$ cat src/rtl/hb_pkg.sv
package hb_pkg;

    localparam int HB_FRAMES = 4;
    localparam int HB_SLOTS  = 4;
    localparam int HB_REG_W  = 5;
    localparam int HB_IDX_W  = 5;
    localparam int HB_DATA_W = 32;

    localparam int HB_FID_W  = $clog2(HB_FRAMES);
    localparam int HB_CNT_W  = $clog2(HB_SLOTS + 1);

    // One buffered block result.
    typedef struct packed {
        logic [HB_REG_W-1:0]  rnum;
        logic [HB_IDX_W-1:0]  pidx;
        logic [HB_DATA_W-1:0] val;
    } hb_out_t;

endpackage

$ cat src/rtl/hb_pick_low.sv
// Lowest-set-bit picker used for free-slot allocation and drain order.
module hb_pick_low #(
    parameter  int N = 4,
    localparam int W = (N > 1) ? $clog2(N) : 1
) (
    input  logic [N-1:0] req,
    output logic         any,
    output logic [W-1:0] sel
);
    always_comb begin
        any = 1'b0;
        sel = '0;
        for (int i = N - 1; i >= 0; i--) begin
            if (req[i]) begin
                any = 1'b1;
                sel = W'(i);
            end
        end
    end
endmodule

$ cat src/rtl/hb_frame_buf.sv
// Result buffer and completion count for one frame.
module hb_frame_buf import hb_pkg::*; #(
    parameter  int NSLOT = HB_SLOTS,
    localparam int SW    = (NSLOT > 1) ? $clog2(NSLOT) : 1,
    localparam int CW    = $clog2(NSLOT + 1)
) (
    input  logic                clk,
    input  logic                rst,
    input  logic                alloc,
    input  logic [CW-1:0]       alloc_cnt,
    input  logic                kill,
    input  logic                freeze,
    input  logic                out_hit,
    input  hb_out_t             out_body,
    input  logic                exit_hit,
    input  logic [HB_IDX_W-1:0] exit_k,
    input  logic [CW-1:0]       exit_cnt,
    input  logic                pop,
    input  logic [SW-1:0]       pop_sel,
    output logic                live,
    output logic                complete,
    output logic [NSLOT-1:0]    held,
    output hb_out_t [NSLOT-1:0] ents
);
    logic [CW-1:0]        need_q;
    logic                 ex_q;
    logic [HB_IDX_W-1:0]  k_q;

    logic [NSLOT-1:0]     keep, vacant, held_d;
    hb_out_t [NSLOT-1:0]  ents_d;
    logic                 ex_now, ex_eff, in_ok, hit_any, free_any;
    logic [SW-1:0]        hit_s, free_s;
    logic [HB_IDX_W-1:0]  k_eff;
    logic [CW-1:0]        cnt_held;

    assign vacant = ~keep;

    hb_pick_low #(.N(NSLOT)) u_free (
        .req (vacant),
        .any (free_any),
        .sel (free_s)
    );

    always_comb begin
        ex_now = exit_hit && live && !freeze;
        k_eff  = ex_now ? exit_k : k_q;
        ex_eff = ex_now || ex_q;

        // Entries that survive an exit resolving this cycle.
        for (int s = 0; s < NSLOT; s++) begin
            keep[s] = held[s] && !(ex_now && (ents[s].pidx > exit_k));
        end

        in_ok = out_hit && live && !freeze && !(ex_eff && (out_body.pidx > k_eff));

        hit_any = 1'b0;
        hit_s   = '0;
        for (int s = 0; s < NSLOT; s++) begin
            if (keep[s] && (ents[s].rnum == out_body.rnum)) begin
                hit_any = 1'b1;
                hit_s   = SW'(s);
            end
        end

        held_d = keep;
        ents_d = ents;
        if (in_ok) begin
            if (hit_any) begin
                if (out_body.pidx > ents[hit_s].pidx) begin
                    ents_d[hit_s] = out_body;
                end
            end else if (free_any) begin
                held_d[free_s] = 1'b1;
                ents_d[free_s] = out_body;
            end
        end
        if (pop) begin
            held_d[pop_sel] = 1'b0;
        end

        cnt_held = '0;
        for (int s = 0; s < NSLOT; s++) begin
            cnt_held = cnt_held + CW'(held[s]);
        end
    end

    assign complete = live && (cnt_held == need_q);

    always_ff @(posedge clk) begin
        if (rst || kill) begin
            live   <= 1'b0;
            held   <= '0;
            need_q <= '0;
            ex_q   <= 1'b0;
            k_q    <= '0;
        end else if (alloc) begin
            live   <= 1'b1;
            held   <= '0;
            need_q <= alloc_cnt;
            ex_q   <= 1'b0;
            k_q    <= '0;
        end else if (live) begin
            held <= held_d;
            ents <= ents_d;
            if (ex_now) begin
                ex_q   <= 1'b1;
                k_q    <= exit_k;
                need_q <= exit_cnt;
            end
        end
    end
endmodule

$ cat src/rtl/hb_commit_ctrl.sv
module hb_commit_ctrl import hb_pkg::*; #(
    parameter  int NFRAMES = HB_FRAMES,
    parameter  int NSLOT   = HB_SLOTS,
    localparam int FID_W   = $clog2(NFRAMES),
    localparam int CW      = $clog2(NSLOT + 1),
    localparam int SW      = (NSLOT > 1) ? $clog2(NSLOT) : 1
) (
    input  logic                 clk,
    input  logic                 rst,
    input  logic                 map_valid,
    input  logic [CW-1:0]        map_count,
    output logic                 map_ready,
    output logic [FID_W-1:0]     map_frame,
    input  logic                 out_valid,
    input  logic [FID_W-1:0]     out_frame,
    input  logic [HB_REG_W-1:0]  out_reg,
    input  logic [HB_IDX_W-1:0]  out_idx,
    input  logic [HB_DATA_W-1:0] out_data,
    input  logic                 exit_valid,
    input  logic [FID_W-1:0]     exit_frame,
    input  logic [HB_IDX_W-1:0]  exit_idx,
    input  logic [CW-1:0]        exit_count,
    input  logic                 flush_valid,
    input  logic [FID_W-1:0]     flush_frame,
    output logic                 wr_en,
    output logic [HB_REG_W-1:0]  wr_reg,
    output logic [HB_DATA_W-1:0] wr_data,
    output logic                 done_valid,
    output logic [FID_W-1:0]     done_frame
);
    logic [FID_W-1:0]    head_q, tail_q;
    logic [FID_W:0]      occ_q, occ_n;
    logic                drain_q;

    logic [NFRAMES-1:0]  live_a, cmp_a, squash;
    logic [NSLOT-1:0]    held_a [NFRAMES];
    hb_out_t [NSLOT-1:0] ents_a [NFRAMES];

    hb_out_t             obody;
    logic [NSLOT-1:0]    head_held;
    hb_out_t             head_ent;
    logic                head_nonempty, go, pop_any, release_head, map_acc, flush_ok;
    logic [SW-1:0]       pop_sel;

    function automatic logic [FID_W-1:0] age_of(input logic [FID_W-1:0] fid,
                                                input logic [FID_W-1:0] head);
        return fid - head;
    endfunction

    assign obody     = '{rnum: out_reg, pidx: out_idx, val: out_data};
    assign map_ready = (occ_q < (FID_W + 1)'(NFRAMES));
    assign map_frame = tail_q;
    assign map_acc   = map_valid && map_ready && !flush_valid;
    assign flush_ok  = flush_valid && live_a[flush_frame];

    assign head_held = held_a[head_q];

    hb_pick_low #(.N(NSLOT)) u_drain (
        .req (head_held),
        .any (head_nonempty),
        .sel (pop_sel)
    );

    assign head_ent     = ents_a[head_q][pop_sel];
    assign go           = live_a[head_q] && (drain_q || cmp_a[head_q]);
    assign pop_any      = go && head_nonempty;
    assign release_head = go && !head_nonempty;

    for (genvar f = 0; f < NFRAMES; f++) begin : g_frame
        localparam logic [FID_W-1:0] FID = FID_W'(f);

        assign squash[f] = flush_ok
                        && (age_of(FID, head_q) > age_of(flush_frame, head_q))
                        && ({1'b0, age_of(FID, head_q)} < occ_q);

        hb_frame_buf #(.NSLOT(NSLOT)) u_buf (
            .clk       (clk),
            .rst       (rst),
            .alloc     (map_acc && (tail_q == FID)),
            .alloc_cnt (map_count),
            .kill      ((release_head && (head_q == FID)) || squash[f]),
            .freeze    (go && (head_q == FID)),
            .out_hit   (out_valid && (out_frame == FID)),
            .out_body  (obody),
            .exit_hit  (exit_valid && (exit_frame == FID)),
            .exit_k    (exit_idx),
            .exit_cnt  (exit_count),
            .pop       (pop_any && (head_q == FID)),
            .pop_sel   (pop_sel),
            .live      (live_a[f]),
            .complete  (cmp_a[f]),
            .held      (held_a[f]),
            .ents      (ents_a[f])
        );
    end

    always_comb begin
        if (flush_ok) begin
            occ_n = {1'b0, age_of(flush_frame, head_q)} + (FID_W + 1)'(1);
        end else begin
            occ_n = occ_q + (FID_W + 1)'(map_acc);
        end
        occ_n = occ_n - (FID_W + 1)'(release_head);
    end

    always_ff @(posedge clk) begin
        if (rst) begin
            head_q     <= '0;
            tail_q     <= '0;
            occ_q      <= '0;
            drain_q    <= 1'b0;
            wr_en      <= 1'b0;
            wr_reg     <= '0;
            wr_data    <= '0;
            done_valid <= 1'b0;
            done_frame <= '0;
        end else begin
            head_q  <= head_q + FID_W'(release_head);
            occ_q   <= occ_n;
            drain_q <= pop_any;
            if (flush_ok) begin
                tail_q <= flush_frame + FID_W'(1);
            end else if (map_acc) begin
                tail_q <= tail_q + FID_W'(1);
            end
            wr_en <= pop_any;
            if (pop_any) begin
                wr_reg  <= head_ent.rnum;
                wr_data <= head_ent.val;
            end
            done_valid <= release_head;
            done_frame <= head_q;
        end
    end
endmodule

$ cat config.mk
export PLATFORM = sky130hd
export DESIGN_NAME = hb_commit_ctrl
export DESIGN_NICKNAME = d
export VERILOG_FILES = /design/src/rtl/hb_pkg.sv /design/src/rtl/hb_pick_low.sv /design/src/rtl/hb_frame_buf.sv /design/src/rtl/hb_commit_ctrl.sv
export SDC_FILE = /design/constraint.sdc
export NUM_CORES = 1
export LEC_CHECK = 0
export BUFFER_PORTS_ARGS = -buffer_cell sky130_fd_sc_hd__buf_2
export CAP_MARGIN = 10
export CORE_MARGIN = 2
export CORE_UTILIZATION = 50
export CTS_CLUSTER_DIAMETER = 150
export DETAILED_ROUTE_END_ITERATION = 8
export PLACE_DENSITY = 0.66
export SYNTH_ARGS = -nofsm -noshare
export SYNTH_HDL_FRONTEND = slang
export SYNTH_SLANG_ARGS = --single-unit
$ cat constraint.sdc
create_clock -name clk -period 10.6 [get_ports clk]
set_input_delay 1.06 -clock clk [delete_from_list [all_inputs] [get_ports clk]]
set_output_delay 1.06 -clock clk [all_outputs]
set_load 0.02 [all_outputs]
==> results of run 1 <==
==> cell type report <==
class | instances | area share [%]
Antenna cell | 1 | 0.00569
Clock buffer | 121 | 5.52
Clock inverter | 38 | 1.00
Inverter | 57 | 0.487
Multi-Input combinational cell | 1963 | 37.0
Sequential cell | 776 | 50.6
Tap cell | 1040 | 2.96
Timing Repair Buffer | 172 | 2.35
==> synth_stat cells, types with 42 or more instances <==
master	number
ha_1	147
o21ai_0	48
clkbuf_1	178
xnor2_1	46
nand3_1	42
mux4_2	154
nor3b_1	46
a311oi_1	47
nor2_1	131
inv_1	55
edfxtp_1	672
dfxtp_1	104
mux2i_1	42
nand2_1	122
and3_1	49
nor2b_1	245
a21oi_1	86
and2_1	381
xor2_1	52
==> cells by family after synthesis <==
logic type | synth area share, %
flops | 56.5
compound gates | 7.28
fa+ha+maj | 4.98
simple gates | 16.1
xor+xnor | 2.18
buf+inv | 2.82
mux | 10.1
==> worst max-delay path by stage <==
stage / slack [ns] / start / cells after the start / end
5_1_grt: 2.88 / g_frame[1].u_buf.held[1] / 21 / g_frame[1].u_buf.ents[46]
3_3_place_gp: 3.54 / g_frame[1].u_buf.held[1] / 21 / g_frame[1].u_buf.ents[35]
4_1_cts: 3.33 / g_frame[1].u_buf.held[1] / 21 / g_frame[1].u_buf.ents[34]
2_1_floorplan: 1.65 / g_frame[1].u_buf.held[0] / 19 / g_frame[3].u_buf.ents[42]
3_5_place_dp: 3.35 / g_frame[1].u_buf.held[1] / 21 / g_frame[1].u_buf.ents[39]
6_report: 3.21 / g_frame[1].u_buf.held[1] / 21 / g_frame[1].u_buf.ents[46]
==> critical path, delay by kind of cell (launching register included) <==
family / cells / cell delay (ns)
AO/OA/AOI/OAI: 10 / 3.40
XOR/XNOR: 1 / 0.15
adder cells (fa/ha/maj): 4 / 1.15
buffers and inverters: 1 / 0.62
flip-flops: 1 / 0.50
AND/OR/NAND/NOR: 5 / 1.14
==> power by group <==
part           internal (uW)  switching [uW]
clock                   1760            1270
sequential              3290            11.2
combinational            126             190
==> per-layer routing <==
metal  vias up  share of wire [%]
met5         -              0.029
li1      11261                  -
met2      1082                 48
met3       179                8.0
met4         6                2.6
met1     13186                 42
==> per-stage QoR <==
stage / total power, uW / setup slack, ns / hold slack (ns) / util, % / area (um^2)
2_1_floorplan: 3570 / 1.65 / 0.441 / - / 39400
3_3_place_gp: 3670 / 3.54 / 0.448 / 52.9 / 41100
4_1_cts: 6680 / 3.33 / 0.482 / 56.6 / 44000
5_1_grt: 6830 / 2.88 / 0.502 / 56.6 / 44000
6_report: 6650 / 3.21 / 0.480 / 56.6 / 44000
3_5_place_dp: 3680 / 3.35 / 0.466 / 52.9 / 41100
==> tab_implementation.tex, run 1 <==
\begin{tabular}{lr}
\hline
Metric & Value \\
\hline
\multicolumn{2}{l}{\textbf{Final layout}} \\
Area used by multi-input combinational logic & 16300 um\^{}2 \\
Registers with the most flip-flops & g\_frame.u\_buf.ents: 672 flops, wr\_data: 32 flops, g\_frame.u\_buf.k\_q: 20 flops \\
Sequential cell area & 22300 um\^{}2 \\
Max FFs per register & about 670 \\
Most common cell after layout, fill and taps aside & edfxtp\_1 \\
Post-layout nets & 3274 \\
Commonest cells after routing, fill and taps aside & 672 x edfxtp\_1, 381 x and2\_1, 242 x nor2b\_1, 154 x mux4\_2, 147 x ha\_1 \\
Fill cells & 6208 \\
Layout overhead on the synthesized area & 11.7\% \\
Finished Layout Cells & 4168 \\
Share of cells above drive strength 1 & 16.9\% \\
Most flop-heavy register & g\_frame.u\_buf.ents \\
\multicolumn{2}{l}{\textbf{STA}} \\
Worst-margin pin slew & 1.11 ns \\
Setup violations, final & 0 \\
Fin. max-slew vios & 0 \\
Max Clk Rate & 135 MHz \\
Ratio of final minimum period to clock period & 69.7\% \\
Final hold violation count & 0 \\
Relative slew margins & between 20\% and 30\% \\
Setup Total Neg Slack & 0 ns \\
Setup Skew & 0.0443 ns \\
Unrepaired setup endpoints after global routing & false \\
Period minus WS final & around 7.4 ns \\
\multicolumn{2}{l}{\textbf{Logic synthesis}} \\
Dominant cell type by area after synthesis & edfxtp\_1 \\
Number of synthesized register bits & around 780 \\
Portion of the post-synthesis area used by sequential elements & 56.5\% \\
Mapped Cells & 3018 \\
Avg Inst Size Synth & 13.0 um\^{}2 \\
Yosys top cell area share & 51.3\% \\
Mapped Area & 39400 um\^{}2 \\
Top FF cell, synth & edfxtp\_1 \\
Count of cell types in the netlist & 87 \\
Cell types with the largest area share after synthesis & edfxtp\_1 51\%, mux4\_2 8.8\%, and2\_1 6.1\%, dfxtp\_1 5.3\%, ha\_1 4.7\% \\
Proportion of synthesized flip-flops having asynchronous set or reset & 0\% \\
Synthesized net count & 3236 \\
Number of enable flip-flop cells after synthesis & 672 \\
Yosys warnings & 0 \\
\multicolumn{2}{l}{\textbf{Clock network}} \\
CTS H-Tree Depth & 3 \\
Insertion delay to the later sink of the worst-skew pair & 0.66 ns \\
Number of buffers added by the clock tree synthesis step & 86 \\
Clk pin slew, worst setup/hold paths & 0.06 ns \\
Worst-case clock buffer depth & 3 \\
Clock tree root buffer cell & clkbuf\_16 \\
Hold-fix buffers, CTS & 0 \\
Post-cts repair resize count & 0 \\
CTS tree & done \\
Post-CTS setup repair buffer count & 0 \\
Total clock sinks & 776 \\
\multicolumn{2}{l}{\textbf{Placement}} \\
Placer congestion estimate & $\sim$0.92 \\
Placed Cells incl. Taps & 4008 \\
Total half-perimeter wirelength after legalization and detailed placement & around 66 mm \\
IO buf count & 108 \\
\multicolumn{2}{l}{\textbf{Routing}} \\
Number of detailed-route iterations in the first pass & 5 \\
Routed wire length per instance & 27.0 um \\
Via density per instance & 6.17 \\
DRT Wirelength & 113 mm \\
Vias after detailed routing & 25714 \\
Post-detailed-route count of antenna-violating nets & 0 \\
Initial detailed-routing violation count & 2761 \\
Total DRC errors in the routed layout & 0 \\
\multicolumn{2}{l}{\textbf{Critical path}} \\
Critical path's most frequent cell & ha\_1 \\
Category of the worst setup path capture point & flop \\
Crit path launch type & flop \\
Depth of the worst register-to-register path & 21 \\
Crit path kind & flop to flop \\
Reg2reg start & g\_frame[1].u\_buf.held[1] \\
Arrival time of the worst setup path & around 7.7 ns \\
Worst path cell trace & ha\_1 > fa\_1 > ha\_1 > xor2\_1 > nor4\_2 > o41a\_1 > nand3\_1 > a21oi\_1 > nor2\_1 > a221oi\_1 > a2bb2oi\_1 > ha\_1 > nor2b\_1 > o21a\_1 > o21ai\_0 > nand2b\_1 > a21oi\_1 > a31oi\_1 > o2111ai\_1 > a21boi\_4 > buf\_4 \\
Setup slack on the worst flop-to-flop path & 3.21 ns \\
Largest driver fanout on the critical path & 29 \\
Cell with the largest stage delay on the worst path & a21boi\_4 \\
Stage delay of the slowest cell on the critical path & roughly 0.8 ns \\
Required time reported for the critical path endpoint & 10.88 ns \\
RR Endpoint & g\_frame[1].u\_buf.ents[46] \\
\multicolumn{2}{l}{\textbf{Floorplanning}} \\
Top-level port count & 109 \\
Starting density of the core & 50.7\% \\
Die height & 285 um \\
Std-Cell Rows & 102 \\
Overall die area & 81000 um\^{}2 \\
Core area & 77700 um\^{}2 \\
Die X-Extent & about 280 um \\
\multicolumn{2}{l}{\textbf{Power}} \\
Worst IR drop on VDD & 130 uV \\
P per Cell Area & 151 nW/um\^{}2 \\
Leakage power & $\sim$0.016 uW \\
\multicolumn{2}{l}{\textbf{Flow run}} \\
Count of max-cap constraint violations & 0 \\
\multicolumn{2}{l}{\textbf{Status}} \\
Outcome & finished clean \\
\multicolumn{2}{l}{\textbf{Global routing}} \\
Overflow left after global routing & 0 \\
Met2 track demand over resource in global routing & 45.0\% \\
Pin count of the biggest net entering global routing & 150 \\
First-pass GRT wire length & 168 mm \\
Busiest metal layer after global routing & met2 \\
Global-route track usage on met1 & 38.3\% \\
Number of antenna violations at the first check in global routing & 6 \\
Via count of the first global-routing pass & between 20000 and 30000 \\
Global-route total usage across every layer & 27.7\% \\
Met3 Track Usage GR & 4.85\% \\
\multicolumn{2}{l}{\textbf{Worst hold path}} \\
Worst hold path endpoint & g\_frame[3].u\_buf.ex\_q \\
Hold path start & g\_frame[3].u\_buf.ex\_q \\
Number of cells on the worst hold path & 2 \\
Path type of the worst min-delay path & flop to flop \\
\hline
\end{tabular}
Note: power is estimated with default switching activity, not from simulation.
==> inputs of run 2 (changes only) <==
==> constraint.sdc (replaced) <==
create_clock -name clk -period 6.93 [get_ports clk]
set_input_delay 0.693 -clock clk [delete_from_list [all_inputs] [get_ports clk]]
set_output_delay 0.693 -clock clk [all_outputs]
set_load 0.02 [all_outputs]
==> tab_implementation.tex, run 2 (synthesized netlist as in run 1, its figures left out) <==
\begin{tabular}{lr}
\hline
Metric & Value \\
\hline
\multicolumn{2}{l}{\textbf{Global routing}} \\
Via count of the first global-routing pass & 26364 \\
Overflow left after global routing & 0 \\
Number of antenna violations at the first check in global routing & 7 \\
First-pass GRT wire length & 167 mm \\
Global-route total usage across every layer & 27.7\% \\
Pin count of the biggest net entering global routing & 134 \\
\multicolumn{2}{l}{\textbf{Placement}} \\
Total half-perimeter wirelength after legalization and detailed placement & 70.1 mm \\
Placement Cell Area & 41400 um\^{}2 \\
Worst slack at placement & 0.615 ns \\
IO buf count & 108 \\
Placer congestion estimate & roughly 0.96 \\
Placed Cells incl. Taps & 4014 \\
\multicolumn{2}{l}{\textbf{Final layout}} \\
Most common cell after layout, fill and taps aside & edfxtp\_1 \\
Layout overhead on the synthesized area & 12.3\% \\
Max FFs per register & 672 \\
Most flop-heavy register & g\_frame.u\_buf.ents \\
Area used by multi-input combinational logic & 16300 um\^{}2 \\
Finished Layout Cells & 4176 \\
Share of cells above drive strength 1 & 17.0\% \\
Commonest cells after routing, fill and taps aside & 672 x edfxtp\_1, 381 x and2\_1, 242 x nor2b\_1, 154 x mux4\_2, 147 x ha\_1 \\
Final instance area & 44200 um\^{}2 \\
Sequential cell area & about 22000 um\^{}2 \\
Post-layout nets & 3279 \\
Fill cells & 6223 \\
Final standard cell utilization of the core & 56.9\% \\
Registers with the most flip-flops & g\_frame.u\_buf.ents: 672 flops, wr\_data: 32 flops, g\_frame.u\_buf.k\_q: 20 flops \\
\multicolumn{2}{l}{\textbf{Routing}} \\
DRT Wirelength & between 100 and 150 mm \\
Routed wire length per instance & about 27 um \\
Initial detailed-routing violation count & 2663 \\
Number of detailed-route iterations in the first pass & 5 \\
Post-detailed-route count of antenna-violating nets & 0 \\
Via density per instance & 6.14 \\
Total DRC errors in the routed layout & 0 \\
Vias after detailed routing & around 26000 \\
\multicolumn{2}{l}{\textbf{Clock network}} \\
CTS tree & done \\
Post-cts repair resize count & 0 \\
Insertion delay to the later sink of the worst-skew pair & $\sim$0.64 ns \\
Clk pin slew, worst setup/hold paths & 0.06 ns \\
Total clock sinks & 776 \\
Worst-case clock buffer depth & 3 \\
Hold-fix buffers, CTS & 0 \\
Clock tree root buffer cell & clkbuf\_16 \\
Number of buffers added by the clock tree synthesis step & between 80 and 90 \\
CTS H-Tree Depth & 3 \\
Post-CTS setup repair buffer count & 0 \\
\multicolumn{2}{l}{\textbf{Critical path}} \\
Crit path kind & flop to flop \\
Dominant delay contributor by cell family on the critical path & compound AO/OA/AOI/OAI gates \\
Arrival time of the worst setup path & 6.70 ns \\
Largest driver fanout on the critical path & 27 \\
Cell with the largest stage delay on the worst path & a21oi\_1 \\
Combined buffer and inverter count along the critical path & 1 \\
Worst path cell trace & ha\_1 > fa\_1 > ha\_1 > xor2\_1 > nor4\_2 > o41a\_1 > nand3\_1 > a21oi\_1 > nor2\_1 > a221oi\_1 > a2bb2oi\_1 > ha\_1 > nor2b\_1 > o21a\_1 > o21ai\_0 > nand2b\_1 > a21oi\_1 > a31oi\_1 > o2111ai\_1 > a21oi\_4 > buf\_4 \\
Reg2reg start & g\_frame[1].u\_buf.held[1] \\
Critical path's most frequent cell & ha\_1 \\
Stage delay of the slowest cell on the critical path & 0.73 ns \\
Crit path launch & g\_frame[1].u\_buf.held[1] \\
Required time reported for the critical path endpoint & 7.20 ns \\
Crit path launch type & flop \\
Setup slack on the worst flop-to-flop path & roughly 0.50 ns \\
Category of the worst setup path capture point & flop \\
\multicolumn{2}{l}{\textbf{Power}} \\
Leakage power & $\sim$0.016 uW \\
Power Internal & 7900 uW \\
Combinational power share & roughly 5\% \\
Clock share of power & around 45\% \\
P per Cell Area & roughly 230 nW/um\^{}2 \\
Proportion of power drawn by flip-flops and latches & 50.1\% \\
Switching power of the nets & 2190 uW \\
Share of total power consumed by net switching & between 20\% and 30\% \\
Worst IR drop on VDD & 197 uV \\
\multicolumn{2}{l}{\textbf{Floorplanning}} \\
Std-Cell Rows & 102 \\
Die X-Extent & 285 um \\
Die height & 285 um \\
Overall die area & 81000 um\^{}2 \\
Core area & 77700 um\^{}2 \\
Top-level port count & 109 \\
Starting density of the core & between 50\% and 60\% \\
\multicolumn{2}{l}{\textbf{STA}} \\
Unrepaired setup endpoints after global routing & false \\
Relative slew margins & 28.7\% \\
Setup violations, final & 0 \\
Ratio of final minimum period to clock period & 92.8\% \\
Setup Skew & slightly below 0.03 ns \\
Period minus WS final & 6.43 ns \\
Final hold violation count & 0 \\
Max Clk Rate & 155 MHz \\
Worst-margin pin slew & roughly 1.1 ns \\
Fin. max-slew vios & 0 \\
Post-route setup slack & 0.498 ns \\
\multicolumn{2}{l}{\textbf{Worst hold path}} \\
Hold path start & flush\_frame[0] \\
Path type of the worst min-delay path & input port to flop \\
\multicolumn{2}{l}{\textbf{Status}} \\
Outcome & finished clean \\
\multicolumn{2}{l}{\textbf{Flow run}} \\
Count of max-cap constraint violations & 0 \\
\hline
\end{tabular}
## run 2: layer usage
layer  up-vias  share of wire (%)  track usage [%]
met2      1004                 48             45.8
met4         4                3.4             9.51
met5         -              0.030                0
met1     13134                 41             37.7
li1      11282                  -                -
met3       213                7.1             4.13
## run 2: per-stage QoR
step	hold WS, ns	power [uW]	TNS (ns)
after floorplan	0.441	5460	-105.61
after global placement	0.457	5620	0
after detailed placement	0.462	5640	0
final	0.357	10100	0
after global routing	0.361	10400	0
after CTS	0.324	10200	0
## run 2: area by class of cell
class,instances,area share (%)
sequential,776,50.4
tap,1040,2.94
timing repair buffer,179,2.96
inverter,57,0.484
multi-input combinational,1963,36.9
clock buffer,110,5.16
clock inverter,46,1.17
antenna,5,0.0283
## run 2: power groups by stage
stage / clock (uW) / sequential [uW] / combinational (uW)
detailed placement: 0 / 5150 / 485
floorplan: 0 / 5150 / 315
CTS: 4610 / 5050 / 487
global placement: 0 / 5150 / 470
global route: 4790 / 5050 / 532
finish: 4550 / 5050 / 490
## run 2: worst register-to-register path, delay by kind of cell (launching register included)
kind                     cells  cell delay (ns)
AO/OA/AOI/OAI               10             2.77
adder cells (fa/ha/maj)      4             1.14
XOR/XNOR                     1             0.15
flip-flops                   1             0.48
buffers and inverters        1             0.41
AND/OR/NAND/NOR              5             1.08
## run 2: path summary, 6_finish.rpt
check / to / depth (start not counted)
setup reg to reg: g_frame[1].u_buf.ents[10] / 21
setup / recovery: g_frame[1].u_buf.ents[10] / 21
hold / removal: map_frame[0] / 2
hold reg to reg: g_frame[1].u_buf.ex_q / 2
